### src/rtl/can_rxbuf_ctrl.sv
module can_rxbuf_ctrl #(
  parameter int IDX_W = 5
) (
  input  logic             clk,
  input  logic             rst_n,
  input  logic [1:0]       op_mode,
  input  logic             frm_valid,
  input  logic             frm_ext,
  input  logic             frm_rtr,
  input  logic             frm_err,
  input  logic             flt_match,
  input  logic [IDX_W-1:0] flt_idx,
  input  logic             reg_wr,
  input  logic [7:0]       reg_wdata,
  input  logic             irq_clr,
  output logic [7:0]       reg_rdata,
  output logic             load_o,
  output logic             ovf_o,
  output logic             irq_o
);

  logic             full_q, rm1_q, rm0_q, rtr_q, irq_q;
  logic [IDX_W-1:0] idx_q;
  logic             legacy, clean, accept, sw_release, full_d;

  assign legacy = (op_mode == 2'd0);
  assign clean  = !frm_err && flt_match;

  always_comb begin
    if (legacy) begin
      unique case ({rm1_q, rm0_q})
        2'b11:   accept = 1'b1;
        2'b10:   accept = clean && frm_ext;
        2'b01:   accept = clean && !frm_ext;
        default: accept = clean;
      endcase
    end else begin
      accept = rm1_q || clean;
    end
  end

  assign load_o     = frm_valid && accept && !full_q;
  assign ovf_o      = frm_valid && accept && full_q;
  assign sw_release = reg_wr && !reg_wdata[7];
  assign full_d     = load_o || (full_q && !sw_release);

  always_ff @(posedge clk or negedge rst_n) begin
    if (!rst_n) begin
      full_q <= 1'b0;
      rm1_q  <= 1'b0;
      rm0_q  <= 1'b0;
      rtr_q  <= 1'b0;
      idx_q  <= '0;
      irq_q  <= 1'b0;
    end else begin
      full_q <= full_d;
      irq_q  <= load_o || full_d || (irq_q && !irq_clr);
      if (reg_wr) begin
        rm1_q <= reg_wdata[6];
        if (legacy) rm0_q <= reg_wdata[5];
      end
      if (load_o) begin
        rtr_q <= frm_rtr;
        idx_q <= flt_idx;
      end
    end
  end

  always_comb begin
    if (legacy)
      reg_rdata = {full_q, rm1_q, rm0_q, 1'b0, rtr_q, 2'b00, idx_q[0]};
    else
      reg_rdata = {full_q, rm1_q, rtr_q, 5'(idx_q)};
  end

  assign irq_o = irq_q;

endmodule


### config.mk
export PLATFORM = sky130hd
export DESIGN_NAME = can_rxbuf_ctrl
export DESIGN_NICKNAME = d
export VERILOG_FILES = /design/src/rtl/can_rxbuf_ctrl.sv
export SDC_FILE = /design/constraint.sdc
export NUM_CORES = 1
export LEC_CHECK = 0
export BUFFER_PORTS_ARGS = -buffer_cell sky130_fd_sc_hd__clkbuf_2
export CORE_MARGIN = 4
export CORE_UTILIZATION = 41
export DETAILED_ROUTE_END_ITERATION = 10
export PLACE_DENSITY = 0.84
export SYNTH_ARGS = -nofsm -noshare
export SYNTH_HDL_FRONTEND = slang
export SYNTH_SLANG_ARGS = --single-unit
### constraint.sdc
create_clock -name clk -period 2.2 [get_ports clk]
set_input_delay 0.66 -clock clk [delete_from_list [all_inputs] [get_ports clk]]
set_output_delay 0.66 -clock clk [all_outputs]
set_load 0.02 [all_outputs]
==> qor.csv, run 1 <==
metric,value,unit
status,"complete, but fails checks",
failing checks,setup timing,
GRT Util Overall,13.8,%
fin crit period,2.30,ns
CP max FO,4,
row count,13,
Final WS setup,-0.104,ns
Setup Crit Path Kind,flop to primary output,
reg2reg end,irq_o,
slew margin rel.,73.9,%
reg2reg start,rm0_q,
Cells after Synth,47,
library cells used by synthesis,21,
Ys Warns,0,
1st-iter DRT viols,3,
endpoints failing setup,2,
CTS tree,built,
CP Data Required Time,1.54,ns
cell taking the most area after synthesis,dfrtp_1,
Place WS,-0.133,ns
Mapped Nets,74,
IO buf count,29,
Slew @ Worst Pin,0.391,ns
Hold Fails Final Rpt,0,
Finished Core Util,67.8,%
drt via density,4.96,
DRT Pass-1 Iters,3,
first-pass GRT wire length,2070,um
Tcrit/Tclk final,105,%
clk_skew,0.00283,ns
Worst Setup End Kind,primary output,
Skew-Pair Late Insertion Delay,0.26,ns
DR DRC count,0,
commonest cells in the netlist,"dfrtp_1 (10), mux2_2 (8), inv_1 (4), nor2b_1 (4)",
Nets,111,
Max Root-Sink Buffers,2,
vias in the first global route,523,
Initial Util,44.7,%
largest net degree at the start of global routing,11,
Detailed Route WL,1320,um
asr flop ratio synth,100,%
most instantiated library cell after synthesis,dfrtp_1,
RSZ-0062 raised after global routing,yes,
Layout area overhead,51.9,%
Slew Limit Fails,0,
"antenna viol nets, final",0,
GRT overflow,0,
CTS H-tree lvls,1,
Die H,46.1,um
number of flops mapped to enable cells by yosys,0,
Worst EP arrival,1.64,ns
clk root buf,clkbuf_4,
antenna violations before repair,0,
Routed WL per cell,13.4,um
Core ar.,1330,um2
Antenna Cells,0,
fmax,434,MHz
Vias,486,
worst hold path class,primary input to async pin,
Num CTS Buffers,3,
post-synth top area share,42.0,%
sequential share of the synthesized area,42.0,%
die width,46.1,um
Synth Flop Type,dfrtp_1,
DP Cell Count,91,
Max Cap Viol,0,
Total Die Area,2130,um2
HPWL after detailed placement,1040,um
pwr dens,906,nW/um2
Routability Congestion,0.771,
# IOs,35,
CTS sink cnt,10,
synth top area cells,"dfrtp_1 (42%), mux2_2 (15%), ha_1 (6.3%), a2111oi_4 (4.6%), nor2b_1 (4.2%)",
CP startpoint kind,flop,
"Reg clk slew, reported paths",0.07,ns
Post-Layout Cell Count,98,
FF-to-FF setup slack,0.16,ns
P_leak,0.000422,uW
"flops & latches, synth",10,
layout cells sized above 1,79.5,%
Mapped Area,596,um2
maximum VDD drop,0.607,mV
syn avg cell area,12.7,um2
worst r2r path cells,8,
## worst max path at each step
stage	to	startpoint	cells after the start
CTS	load_o	rm1_q	6
finish	ovf_o	rm0_q	5
global route	load_o	rm1_q	6
floorplan	load_o	flt_match	3
global placement	ovf_o	flt_match	5
detailed placement	ovf_o	flt_match	5
## report_power, final
group / internal [uW] / leakage [uW] / switching, uW
Combinational: 179 / 0.000285 / 185
Clock: 100 / 0.0000210 / 63.0
Sequential: 249 / 0.000116 / 43.7
## layout make-up
class | instances | area (um2)
Multi-Input combinational cell | 30 | 378
Timing Repair Buffer | 35 | 201
Sequential cell | 10 | 253
Tap cell | 15 | 18.8
Clock buffer | 4 | 36.3
Inverter | 4 | 17.5
Fill cell | 106 | 429
## flip-flops by register name, indices dropped and copies added, names as in the netlist
name	count
rm1_q	1
rm0_q	1
rtr_q	1
irq_o	1
full_q	1
idx_q	5
## metal layers
| metal | vias up | track usage [%] | share of wire (%) |
|---|---|---|---|
| met1 | 230 | 15.5 | 39 |
| met5 | - | 0 | 0 |
| met4 | 0 | 7.95 | 0 |
| met2 | 24 | 23.9 | 51 |
| li1 | 232 | - | - |
| met3 | 0 | 2.73 | 9.3 |
## critical path, cell delays in order, from the launching register on
cell and delay [ns]:
dfrtp_2 0.43, inv_2 0.07, ha_4 0.18, a2111oi_4 0.40
a211oi_2 0.12, buf_4 0.17
## stage by stage
stage | hold WS [ns] | TNS (ns) | total power, uW | instance area [um2]
3_5_place_dp | 0.489 | -0.261 | 617 | 764
3_3_place_gp | 0.482 | -0.243 | 606 | 764
6_report | 0.254 | -0.201 | 820 | 905
5_1_grt | 0.251 | -0.356 | 876 | 905
2_1_floorplan | 0.364 | 0 | 525 | 601
4_1_cts | 0.250 | -0.289 | 816 | 867
## cell usage in the layout (no fill, tap or decap), drive strengths merged
| cell type | n |
|---|---|
| a221o | 1 |
| a2111oi | 1 |
| a211oi | 2 |
| nor2b | 5 |
| nand2b | 1 |
| nand3 | 1 |
| nor2 | 1 |
| nand2 | 1 |
| dfrtp | 10 |
| a21oi | 1 |
| mux2 | 8 |
| o21ai | 1 |
| xor2 | 1 |
| buf | 7 |
| ha | 3 |
| inv | 4 |
| clkbuf | 32 |
| o31ai | 1 |
| a31o | 1 |
| a21o | 1 |
## logic make-up after synthesis
kind of cell,synth area share (%)
flops,42.0
compound gates,17.9
simple gates,10.9
mux,15.1
buf+inv,6.30
fa+ha+maj,6.30
xor+xnor,1.47
## timing repair
item,CTS,global route
hold buffers,0,0
hold endpoints to repair,0,0
endpoints found under the setup margin,2,2
pin swaps,5,3
setup buffers,2,1
gates resized for setup,10,10
Power figures use the tool's default switching activity.
==> inputs of run 2 (changes only) <==
==> constraint.sdc (replaced) <==
create_clock -name clk -period 2.2 [get_ports clk]
set_input_delay 0.44 -clock clk [delete_from_list [all_inputs] [get_ports clk]]
set_output_delay 0.44 -clock clk [all_outputs]
set_load 0.02 [all_outputs]
==> qor.csv, run 2 (synthesized netlist as in run 1, its figures left out) <==
metric,value,unit
IO buf count,29,
DRT Pass-1 Iters,3,
Setup Crit Path Kind,flop to primary output,
drt via density,5.07,
CP startpoint kind,flop,
Largest register FFs,5,
Antenna Cells,0,
largest net degree at the start of global routing,11,
fmax,459,MHz
die width,46.1,um
CTS sink cnt,10,
Core ar.,1330,um2
clk root buf,clkbuf_4,
"commonest non-fill, non-tap cell in the layout",clkbuf_2,
status,finished clean,
P_leak,0.000400,uW
Final Cell Area,842,um2
Pint,515,uW
CP max FO,3,
Max Root-Sink Buffers,2,
endpoints failing setup,0,
Nets,108,
Worst Setup End Kind,primary output,
Layout area overhead,41.4,%
Detailed Route WL,1390,um
clock share of power,20.8,%
Max Cap Viol,0,
GRT overflow,0,
fin crit period,2.18,ns
CTS H-tree lvls,1,
dpl cell area,744,um2
"Reg clk slew, reported paths",0.07,ns
worst hold path class,primary input to async pin,
pwr dens,952,nW/um2
hold_ws,0.0180,ns
flip-flop and latch area,250,um2
Hold Fails Final Rpt,0,
CP Data Required Time,1.76,ns
CP Launch Point,rm1_q,
Routability Congestion,0.722,
Slew @ Worst Pin,0.412,ns
Fill cells,118,
reg2reg start,rm1_q,
row count,13,
# IOs,35,
DR DRC count,0,
Initial Util,44.7,%
"antenna viol nets, final",0,
first-pass GRT wire length,2060,um
Worst EP arrival,1.74,ns
Die H,46.1,um
register bank with the most flops,idx_q,
Routed WL per cell,14.7,um
multi-input logic area,345,um2
1st-iter DRT viols,5,
slew margin rel.,72.5,%
RSZ-0062 raised after global routing,yes,
Vias,482,
Total Die Area,2130,um2
worst r2r path cells,8,
Num CTS Buffers,3,
reg2reg end,idx_q[2],
HPWL after detailed placement,1070,um
Slew Limit Fails,0,
GRT Util Overall,14.3,%
vias in the first global route,484,
Skew-Pair Late Insertion Delay,0.27,ns
Flop pwr share,36.0,%
Comb pwr share,43.2,%
FF-to-FF setup slack,0.16,ns
antenna violations before repair,0,
most frequent cells in the layout,"clkbuf_2 (27), dfrtp_1 (10), mux2_2 (8), buf_4 (4)",
switching pwr,286,uW
maximum VDD drop,0.626,mV
Tcrit/Tclk final,98.9,%
layout cells sized above 1,76.3,%
clk_skew,0.00857,ns
Sw Share,35.7,%
CTS tree,built,
-- run 2: changes by cell type in the layout (fill, tap and decap cells not counted), sizes merged --
| cell | before | now |
|---|---|---|
| buf | 7 | 5 |
| clkbuf | 32 | 31 |
-- run 2: worst max-delay path by stage --
stage	end	depth (start not counted)
finish	ovf_o	6
global route	ovf_o	6
CTS	ovf_o	5
detailed placement	ovf_o	6
global placement	ovf_o	6
floorplan	ovf_o	5
-- run 2: worst max-delay path: stages (launching register included) --
cell,delay (ns)
dfrtp_1,0.42
inv_2,0.11
ha_4,0.18
nor2b_4,0.05
a2111oi_4,0.40
a211oi_2,0.13
buf_4,0.18
-- run 2: cell type report --
class,count,area share (%)
Clock buffer,4,4.31
Inverter,4,1.78
Multi-Input combinational cell,30,41.0
Sequential cell,10,29.7
Tap cell,15,2.23
Timing Repair Buffer,32,21.0
-- run 2: timing repair --
item	in CTS	in global routing
buffers inserted	1	1
hold buffers	0	0
gates resized for setup	1	14
setup endpoints to repair	2	2
pin swaps	1	5
-- run 2: power groups by stage --
stage,Sequential (uW),Combinational [uW],Clock (uW)
6_report,289,346,166
4_1_cts,287,325,171
5_1_grt,295,379,187
3_3_place_gp,288,312,0
2_1_floorplan,289,234,0
3_5_place_dp,292,319,0
-- run 2: layer usage --
metal  track usage, %  wire length [um]  part of all wire [%]  up-vias
met3             7.42               116                   8.3        2
met1             15.5               526                    38      233
li1                 -                 -                     -      227
met2             23.6               739                    53       20
met5                0                 0                     0        -
met4             5.11                11                  0.79        0
-- run 2: metrics by stage --
stage          total power (uW)  util, %  TNS (ns)  setup WS, ns  instances
2_1_floorplan               522        -         0         0.194         47
3_3_place_gp                600     55.8         0         0.235         89
3_5_place_dp                611     55.8         0         0.189         89
4_1_cts                     784     59.3         0        0.0538         94
5_1_grt                     860     63.1    -0.132       -0.0793         95
6_report                    801     63.1         0        0.0235         95
